## src/rtl/vtf_pkg.sv

```systemverilog
package vtf_pkg;

  typedef enum logic [1:0] {
    MODE_4T10 = 2'd0,
    MODE_4T8  = 2'd1,
    MODE_8T8  = 2'd2,
    MODE_RSVD = 2'd3
  } vtf_mode_e;

  typedef enum logic [2:0] {
    ST_IDLE = 3'd0,
    ST_LEAD = 3'd1,
    ST_LINE = 3'd2,
    ST_GAP  = 3'd3,
    ST_TAIL = 3'd4
  } vtf_state_e;

  function automatic logic mode_is_wide(vtf_mode_e m);
    return m == MODE_8T8;
  endfunction

  function automatic logic mode_is_narrow(vtf_mode_e m);
    return (m == MODE_4T8) || (m == MODE_8T8);
  endfunction

endpackage

```

## src/rtl/vtf_cfg_hold.sv

```systemverilog
module vtf_cfg_hold
  import vtf_pkg::*;
#(
  parameter int TAPS = 8,
  parameter int WW   = 12,
  parameter int HW   = 11,
  parameter int BW   = 8
) (
  input  logic          clk,
  input  logic          rst_n,
  input  logic          idle,
  input  logic [1:0]    mode_req,
  input  logic [WW-1:0] width,
  input  logic [HW-1:0] height,
  input  logic [BW-1:0] gap_req,
  output vtf_mode_e     mode_q,
  output logic [WW-1:0] cpl_q,
  output logic [HW-1:0] rows_q,
  output logic [BW-1:0] gap_q
);

  localparam int SH_WIDE = $clog2(TAPS);
  localparam int SH_HALF = $clog2(TAPS / 2);
  localparam logic [BW-1:0] GAP_MIN = BW'(1);

  vtf_mode_e     mode_d;
  logic [WW-1:0] cpl_d;
  logic [BW-1:0] gap_d;
  logic          load_en;

  assign load_en = idle;

  always_comb begin
    mode_d = (vtf_mode_e'(mode_req) == MODE_RSVD) ? MODE_4T10 : vtf_mode_e'(mode_req);
    cpl_d  = mode_is_wide(mode_d) ? (width >> SH_WIDE) : (width >> SH_HALF);
    gap_d  = (gap_req == '0) ? GAP_MIN : gap_req;
  end

  always_ff @(posedge clk or negedge rst_n) begin
    if (!rst_n) begin
      mode_q <= MODE_4T10;
      cpl_q  <= '0;
      rows_q <= '0;
      gap_q  <= GAP_MIN;
    end else if (load_en) begin
      mode_q <= mode_d;
      cpl_q  <= cpl_d;
      rows_q <= height;
      gap_q  <= gap_d;
    end
  end

  // the held gap is never zero
  p_gap_nonzero_r6: assert property (@(posedge clk) disable iff (!rst_n)
    gap_q != '0);

endmodule

```

## src/rtl/vtf_raster_ctl.sv

```systemverilog
module vtf_raster_ctl
  import vtf_pkg::*;
#(
  parameter int WW = 12,
  parameter int HW = 11,
  parameter int BW = 8
) (
  input  logic          clk,
  input  logic          rst_n,
  input  logic          frame_start,
  input  logic          pix_valid,
  input  logic [WW-1:0] cpl,
  input  logic [HW-1:0] rows,
  input  logic [BW-1:0] gap,
  output logic          idle,
  output logic          pix_ready,
  output logic          xfer,
  output logic          in_frame
);

  localparam logic [WW-1:0] COL_ONE = WW'(1);
  localparam logic [HW-1:0] ROW_ONE = HW'(1);
  localparam logic [BW-1:0] GAP_ONE = BW'(1);

  vtf_state_e    state_q, state_d;
  logic [WW-1:0] col_q, col_d;
  logic [HW-1:0] row_q, row_d;
  logic [BW-1:0] gcnt_q, gcnt_d;

  always_comb begin
    state_d = state_q;
    col_d   = col_q;
    row_d   = row_q;
    gcnt_d  = gcnt_q;
    case (state_q)
      ST_IDLE: begin
        if (frame_start) state_d = ST_LEAD;
      end
      ST_LEAD: begin
        col_d   = '0;
        row_d   = '0;
        state_d = ((cpl == '0) || (rows == '0)) ? ST_TAIL : ST_LINE;
      end
      ST_LINE: begin
        if (pix_valid) begin
          if (col_q == cpl - COL_ONE) begin
            col_d = '0;
            if (row_q == rows - ROW_ONE) begin
              state_d = ST_TAIL;
            end else begin
              row_d   = row_q + ROW_ONE;
              gcnt_d  = gap;
              state_d = ST_GAP;
            end
          end else begin
            col_d = col_q + COL_ONE;
          end
        end
      end
      ST_GAP: begin
        if (gcnt_q <= GAP_ONE) state_d = ST_LINE;
        else gcnt_d = gcnt_q - GAP_ONE;
      end
      ST_TAIL: state_d = ST_IDLE;
      default: state_d = ST_IDLE;
    endcase
  end

  always_ff @(posedge clk or negedge rst_n) begin
    if (!rst_n) begin
      state_q <= ST_IDLE;
      col_q   <= '0;
      row_q   <= '0;
      gcnt_q  <= '0;
    end else begin
      state_q <= state_d;
      col_q   <= col_d;
      row_q   <= row_d;
      gcnt_q  <= gcnt_d;
    end
  end

  assign idle      = (state_q == ST_IDLE);
  assign in_frame  = !idle;
  assign pix_ready = (state_q == ST_LINE);
  assign xfer      = pix_ready && pix_valid;

  // column index stays inside the line
  p_col_bound_r3: assert property (@(posedge clk) disable iff (!rst_n)
    (state_q == ST_LINE) |-> (col_q < cpl));

  // row index stays inside the frame
  p_row_bound_r7: assert property (@(posedge clk) disable iff (!rst_n)
    ((state_q == ST_LINE) || (state_q == ST_GAP)) |-> (row_q < rows));

  // the lead-in lasts a single cycle
  p_lead_single_r5: assert property (@(posedge clk) disable iff (!rst_n)
    (state_q == ST_LEAD) |=> ((state_q == ST_LINE) || (state_q == ST_TAIL)));

endmodule

```

## src/rtl/vtf_tap_pack.sv

```systemverilog
module vtf_tap_pack
  import vtf_pkg::*;
#(
  parameter int TAPS     = 8,
  parameter int PIX_W    = 10,
  parameter int NARROW_W = 8
) (
  input  logic                  clk,
  input  logic                  rst_n,
  input  logic                  xfer,
  input  logic                  in_frame,
  input  vtf_mode_e             mode,
  input  logic [TAPS*PIX_W-1:0] pix_data,
  output logic [TAPS*PIX_W-1:0] tap_data,
  output logic                  fval,
  output logic                  lval
);

  localparam int HALF = TAPS / 2;
  localparam int DROP = PIX_W - NARROW_W;

  logic [PIX_W-1:0] tap_d [TAPS];
  logic [PIX_W-1:0] tap_q [TAPS];
  logic             fval_q, lval_q;
  logic             wide, narrow, tap_en;

  assign wide   = mode_is_wide(mode);
  assign narrow = mode_is_narrow(mode);
  assign tap_en = xfer || lval_q;

  for (genvar i = 0; i < TAPS; i++) begin : g_lane
    logic [PIX_W-1:0] smp;
    logic             active;
    assign smp    = pix_data[i*PIX_W +: PIX_W];
    assign active = (i < HALF) || wide;

    always_comb begin
      if (xfer && active)
        tap_d[i] = narrow ? {{DROP{1'b0}}, smp[PIX_W-1:DROP]} : smp;
      else
        tap_d[i] = '0;
    end

    always_ff @(posedge clk or negedge rst_n) begin
      if (!rst_n) tap_q[i] <= '0;
      else if (tap_en) tap_q[i] <= tap_d[i];
    end

    assign tap_data[i*PIX_W +: PIX_W] = tap_q[i];

    // reduced-depth words keep their top bits clear
    p_depth_r2: assert property (@(posedge clk) disable iff (!rst_n)
      (lval_q && narrow) |-> (tap_q[i][PIX_W-1 -: DROP] == '0));

    if (i >= HALF) begin : g_upper
      // upper taps are silent in four-tap formats
      p_upper_quiet_r1: assert property (@(posedge clk) disable iff (!rst_n)
        (lval_q && !wide) |-> (tap_q[i] == '0));
    end
  end

  always_ff @(posedge clk or negedge rst_n) begin
    if (!rst_n) begin
      fval_q <= 1'b0;
      lval_q <= 1'b0;
    end else begin
      fval_q <= in_frame;
      lval_q <= xfer;
    end
  end

  assign fval = fval_q;
  assign lval = lval_q;

  // no data outside line-valid
  p_zero_idle_r4: assert property (@(posedge clk) disable iff (!rst_n)
    !lval_q |-> (tap_data == '0));

  // line-valid nested in frame-valid
  p_lval_in_fval_r5: assert property (@(posedge clk) disable iff (!rst_n)
    lval_q |-> fval_q);

  // frame-valid already high the cycle before a line starts
  p_fval_leads_r5: assert property (@(posedge clk) disable iff (!rst_n)
    $rose(lval_q) |-> $past(fval_q));

endmodule

```

## src/rtl/vid_tap_formatter.sv

```systemverilog
module vid_tap_formatter
  import vtf_pkg::*;
#(
  parameter int TAPS     = 8,
  parameter int PIX_W    = 10,
  parameter int NARROW_W = 8,
  parameter int WW       = 12,
  parameter int HW       = 11,
  parameter int BW       = 8
) (
  input  logic                  clk,
  input  logic                  rst_n,
  input  logic [1:0]            mode_sel,
  input  logic                  frame_start,
  input  logic [WW-1:0]         img_width,
  input  logic [HW-1:0]         img_height,
  input  logic [BW-1:0]         line_gap,
  input  logic [TAPS*PIX_W-1:0] pix_data,
  input  logic                  pix_valid,
  output logic                  pix_ready,
  output logic [TAPS*PIX_W-1:0] tap_data,
  output logic                  fval,
  output logic                  lval
);

  logic [1:0]    rst_sync_q;
  logic          rst_n_i;
  logic          idle, xfer, in_frame;
  vtf_mode_e     mode_q;
  logic [WW-1:0] cpl;
  logic [HW-1:0] rows;
  logic [BW-1:0] gap;

  always_ff @(posedge clk or negedge rst_n) begin
    if (!rst_n) rst_sync_q <= 2'b00;
    else        rst_sync_q <= {rst_sync_q[0], 1'b1};
  end
  assign rst_n_i = rst_sync_q[1];

  vtf_cfg_hold #(.TAPS(TAPS), .WW(WW), .HW(HW), .BW(BW)) u_cfg (
    .clk(clk), .rst_n(rst_n_i), .idle(idle), .mode_req(mode_sel),
    .width(img_width), .height(img_height), .gap_req(line_gap),
    .mode_q(mode_q), .cpl_q(cpl), .rows_q(rows), .gap_q(gap)
  );

  vtf_raster_ctl #(.WW(WW), .HW(HW), .BW(BW)) u_ctl (
    .clk(clk), .rst_n(rst_n_i), .frame_start(frame_start), .pix_valid(pix_valid),
    .cpl(cpl), .rows(rows), .gap(gap), .idle(idle), .pix_ready(pix_ready),
    .xfer(xfer), .in_frame(in_frame)
  );

  vtf_tap_pack #(.TAPS(TAPS), .PIX_W(PIX_W), .NARROW_W(NARROW_W)) u_pack (
    .clk(clk), .rst_n(rst_n_i), .xfer(xfer), .in_frame(in_frame), .mode(mode_q),
    .pix_data(pix_data), .tap_data(tap_data), .fval(fval), .lval(lval)
  );

  // the format in force cannot move while frame-valid stays high
  p_mode_frozen_r8: assert property (@(posedge clk) disable iff (!rst_n_i)
    (fval && $past(fval)) |-> $stable(mode_q));

  // a starved ready cycle yields a line-valid-low cycle
  p_stall_gap_r9: assert property (@(posedge clk) disable iff (!rst_n_i)
    (pix_ready && !pix_valid) |=> !lval);

  // ready only inside the frame
  p_ready_in_frame_r10: assert property (@(posedge clk) disable iff (!rst_n_i)
    pix_ready |=> fval);

endmodule

```

## config.mk

```make
export PLATFORM = sky130hd
export DESIGN_NAME = vid_tap_formatter
export DESIGN_NICKNAME = d
export VERILOG_FILES = /design/src/rtl/vtf_pkg.sv /design/src/rtl/vtf_cfg_hold.sv /design/src/rtl/vtf_raster_ctl.sv /design/src/rtl/vtf_tap_pack.sv /design/src/rtl/vid_tap_formatter.sv
export SDC_FILE = /design/constraint.sdc
export NUM_CORES = 1
export LEC_CHECK = 0
export CORE_MARGIN = 5
export CORE_UTILIZATION = 35
export CTS_CLUSTER_SIZE = 28
export DETAILED_ROUTE_END_ITERATION = 7
export DONT_BUFFER_PORTS = 1
export GPL_TIMING_DRIVEN = 0
export PLACE_DENSITY = 0.51
export SLEW_MARGIN = 30
export SYNTH_ARGS = -nofsm -noshare
export SYNTH_HDL_FRONTEND = slang
export SYNTH_SLANG_ARGS = --single-unit
```

## constraint.sdc

```tcl
create_clock -name clk -period 10.45 [get_ports clk]
set_input_delay 0.5225 -clock clk [delete_from_list [all_inputs] [get_ports clk]]
set_output_delay 0.5225 -clock clk [all_outputs]
set_load 0.05 [all_outputs]
```

==> flow_summary_export.csv <==
group,metric,value,unit
synthesis,syn_area,7800,um^2
synthesis,yosysWarnings,0,
finish,final_layout_size_suffix_gt1_share,6.77,%
die,die_h,159,um
power,power.share.clock,39.2,%
synthesis,yosysUniqueCellTypes,69,
synthesis,async_flop_share,100,%
power,p_leak,4.20,nW
setup_path,end_kind,"flip-flop",
timing,fin_worst_skew,0.0137,ns
clock_network,cts.sink_count,149,
placement,portBuffers,0,
drt,ant_nets,0,
global_route,grt_usage,17.4,%
synthesis,synth_top_area_share,47.5,%
die,die_x,159,um
synthesis,ys_ff_latch,149,
timing,rsz0062_at_grt,"false",
timing,slew_headroom,43.5,%
setup_path,critPathArrivalTime,3.74,ns
timing,tns,0,ns
clock_network,cts_tree,"yes",
die,fp.dieArea,25400,um^2
drt,drc_errors,0,
clock_network,numCtsBuffers,17,
global_route,grt_remaining_overflow,0,
synthesis,synth_edf_count,0,
power,internal_power,0.00107,W
die,io_pins,200,
synthesis,synthFlopType,"dfrtp_1",
setup_path,slowest_stage,"or4_1",
die,num_rows,54,
setup_path,critPathMaxFanout,10,
clock_network,clockBufferDepth,2,
power,power_switching_share,35.1,%
timing,finalMaxSlewViolations,0,
clock_network,clk_latency,0.43,ns
drt,drtIter0Drc,251,
power,p_per_area,185,nW/um^2
power,ir_drop,0.0000884,V
power,switching_power,0.000576,W
synthesis,synth_area_leader_cell,"dfrtp_1",
finish,insertedDiodeCount,0,
timing,final_hold_viol_count,0,
synthesis,synth_area_per_cell,9.50,um^2
drt,routed_via_density,5.33,
timing,finalWorstSetupSlack,7.06,ns
global_route,grt_pass1_wl,35700,um
setup_path,cp-start-kind,"flip-flop",
synthesis,synth_nets,945,
drt,dr.pass1.iters,4,
power,power_frac_comb,14.9,%
timing,fin_crit_sh,32.4,%
setup_path,critical_path_class,"reg2reg",
timing,setup_viol,0,
setup_path,critPathMaxStageDelay,0.54,ns
global_route,grt_max_degree,44,
clock_network,root_buffer,"clkbuf_16",
status,status,"completed",
power,seqPwrFrac,45.9,%
job,maxCapViolations,0,
placement,hpwl,16900,um
setup_path,cp_cell_sequence,"buf_2 -> or4_1 -> clkbuf_1 -> or3_1 -> a2111oi_0 -> o31ai_1 -> o31ai_1 -> o2bb2ai_1 -> buf_4 -> o21ai_0 -> o21ai_0",
placement,gp_congestion,0.782,
finish,nNetsFinal,968,
die,fp.coreArea,21900,um^2
timing,clock.fmax,0.295,GHz
global_route,antenna_found_initial,0,
setup_path,worst-path-buf-inv,3,
finish,synthToLayoutAreaGrowth,13.6,%
synthesis,synth_cells,821,
die,initial_core_util,35.6,%
setup_path,cp_top_family,"compound AO/OA/AOI/OAI gates",
clock_network,cts_resized,0,
clock_network,clk_pin_slew_worst_paths,0.07,ns
drt,totalWireLength,22200,um
synthesis,synthTopCellsByArea,"dfrtp_1 48%, mux2i_1 9.8%, o21ai_0 6.5%",
global_route,grt_pass1_vias,6268,
synthesis,seq_area_frac_synth,47.8,%
drt,vias,6057,
placement,dp_slack,7.09,ns
setup_path,required,10.80,ns
drt,wl_per_cell,19.5,um
timing,worst_pin_slew,0.848,ns
timing,period_minus_slack,3.39,ns
clock_network,htreeDepth,4,
finish,nFillCells,2203,
hold_path,hp-class,"in2reg",
[path summary, 6_finish.rpt]
| kind | slack (ns) | from | depth (start not counted) | end |
|---|---|---|---|---|
| setup / recovery | 7.06 | u_cfg.rows_q[3] | 11 | u_ctl.gcnt_q[7] |
| hold / removal | 0.20 | img_height[4] | 2 | u_cfg.rows_q[4] |
| setup reg to reg | 7.06 | u_cfg.rows_q[3] | 11 | u_ctl.gcnt_q[7] |
| hold reg to reg | 0.29 | rst_sync_q[1] | 0 | u_pack.tap_data[20] |
| max in group asynchronous | 9.24 | rst_sync_q[1] | 2 | u_cfg.gap_q[0] |
| min in group asynchronous | 0.29 | rst_sync_q[1] | 0 | u_pack.tap_data[20] |
[per-layer routing]
layer / global-route usage, % / vias up / part of all wire (%)
li1: - / 2958 / -
met1: 21.6 / 2920 / 42
met2: 28.1 / 173 / 48
met3: 6.65 / 6 / 9.4
met4: 5.47 / 0 / 0.46
met5: 0 / - / 0
[Yosys cell counts (3+ instances only)]
| library cell | instances |
|---|---|
| dfrtp_1 | 148 |
| nand2_1 | 129 |
| o21ai_0 | 102 |
| mux2i_1 | 76 |
| nand3b_1 | 41 |
| clkbuf_1 | 39 |
| nor2_1 | 33 |
| nand3_1 | 23 |
| inv_1 | 22 |
| a21oi_1 | 17 |
| nor3_1 | 17 |
| xnor2_1 | 15 |
| xor2_1 | 11 |
| nor4_1 | 9 |
| or3_1 | 9 |
| a22o_1 | 8 |
| nand4_1 | 8 |
| and3_1 | 7 |
| ha_1 | 7 |
| nand2b_1 | 7 |
| buf_1 | 6 |
| a22oi_1 | 5 |
| o31ai_1 | 5 |
| or2_2 | 5 |
| or4_1 | 5 |
| nor2b_1 | 4 |
| o22ai_1 | 4 |
| and2_1 | 3 |
| o21a_1 | 3 |
| o2bb2ai_1 | 3 |
[power by group through the flow]
stage	registers, W	logic [W]	clock network, W
detailed placement	0.000765	0.000248	0
global placement	0.000775	0.000232	0
global route	0.000762	0.000281	0.000685
floorplan	0.000751	0.000183	0
finish	0.000754	0.000245	0.000644
CTS	0.000754	0.000249	0.000663
[what timing repair did]
action | in CTS | in global routing
buffers inserted | 0 | 0
hold endpoints to repair | 2 | 0
hold buffers | 1 | 0
[stage by stage]
stage | area, um^2 | util [%] | std cells | hold slack, ns | power, W
3_5_place_dp | 8230 | 37.6 | 1104 | 0.227 | 0.00101
5_1_grt | 8860 | 40.5 | 1137 | 0.185 | 0.00173
6_report | 8860 | 40.5 | 1137 | 0.201 | 0.00164
2_1_floorplan | 7800 | - | 821 | 0.227 | 0.000935
4_1_cts | 8860 | 40.5 | 1137 | 0.174 | 0.00167
3_3_place_gp | 8150 | 37.2 | 1101 | 0.227 | 0.00101
[cells by family (layout without fill, tap and decap cells)]
| group | count (synthesis) | count (layout) | synth area share (%) |
|---|---|---|---|
| DFF | 149 | 149 | 47.8 |
| and+or+nand+nor | 312 | 312 | 20.5 |
| muxes | 76 | 76 | 9.76 |
| buffers and inverters | 73 | 109 | 3.79 |
| other | 1 | 1 | 0.0481 |
| AOI/OAI and AO/OA | 176 | 176 | 13.7 |
| xor gates and xnor gates | 27 | 27 | 3.21 |
| adders and majority gates | 7 | 7 | 1.12 |
[layout make-up]
| class | count | area (um^2) | share of cell area, % |
|---|---|---|---|
| buffer | 50 | 209 | 2.36 |
| clock buffer | 17 | 425 | 4.80 |
| clock inverter | 15 | 195 | 2.20 |
| inverter | 23 | 86.3 | 0.975 |
| multi-input combinational | 599 | 3770 | 42.6 |
| sequential | 149 | 3730 | 42.2 |
| tap | 280 | 350 | 3.96 |
| timing repair buffer | 4 | 85.1 | 0.961 |
[placed cells by master (no fill, tap or decap), drive strengths merged, types with 3 or more instances in the layout]
cell type and instances:
a22oi 5, nand3b 41, clkbuf 56, o21ai 103, or3 9, o22ai 4
nand4 8, nor2 33, o21a 3, mux2i 76, ha 7, nand2 129
a22o 9, nor4 10, and3 7, buf 14, o31ai 6, xnor2 15
nand3 24, clkinv 3, and2 3, nand2b 7, nor2b 4, xor2 11
nor3 17, or4 6, a21oi 17, dfrtp 148, o2bb2ai 3, or2 5
inv 34
[flip-flops by register name, summed over array words and instances, names as in the netlist, 2 cells and up]
signal and cells:
u_pack.tap_data 80, u_cfg.cpl_q 10, u_ctl.col_q 12, u_ctl.row_q 11, u_cfg.gap_q 8, u_cfg.rows_q 11
u_cfg.mode_q 2, rst_sync_q 2, u_ctl.gcnt_q 8, u_ctl.state_q 3
(Power assumes the default switching activity.)
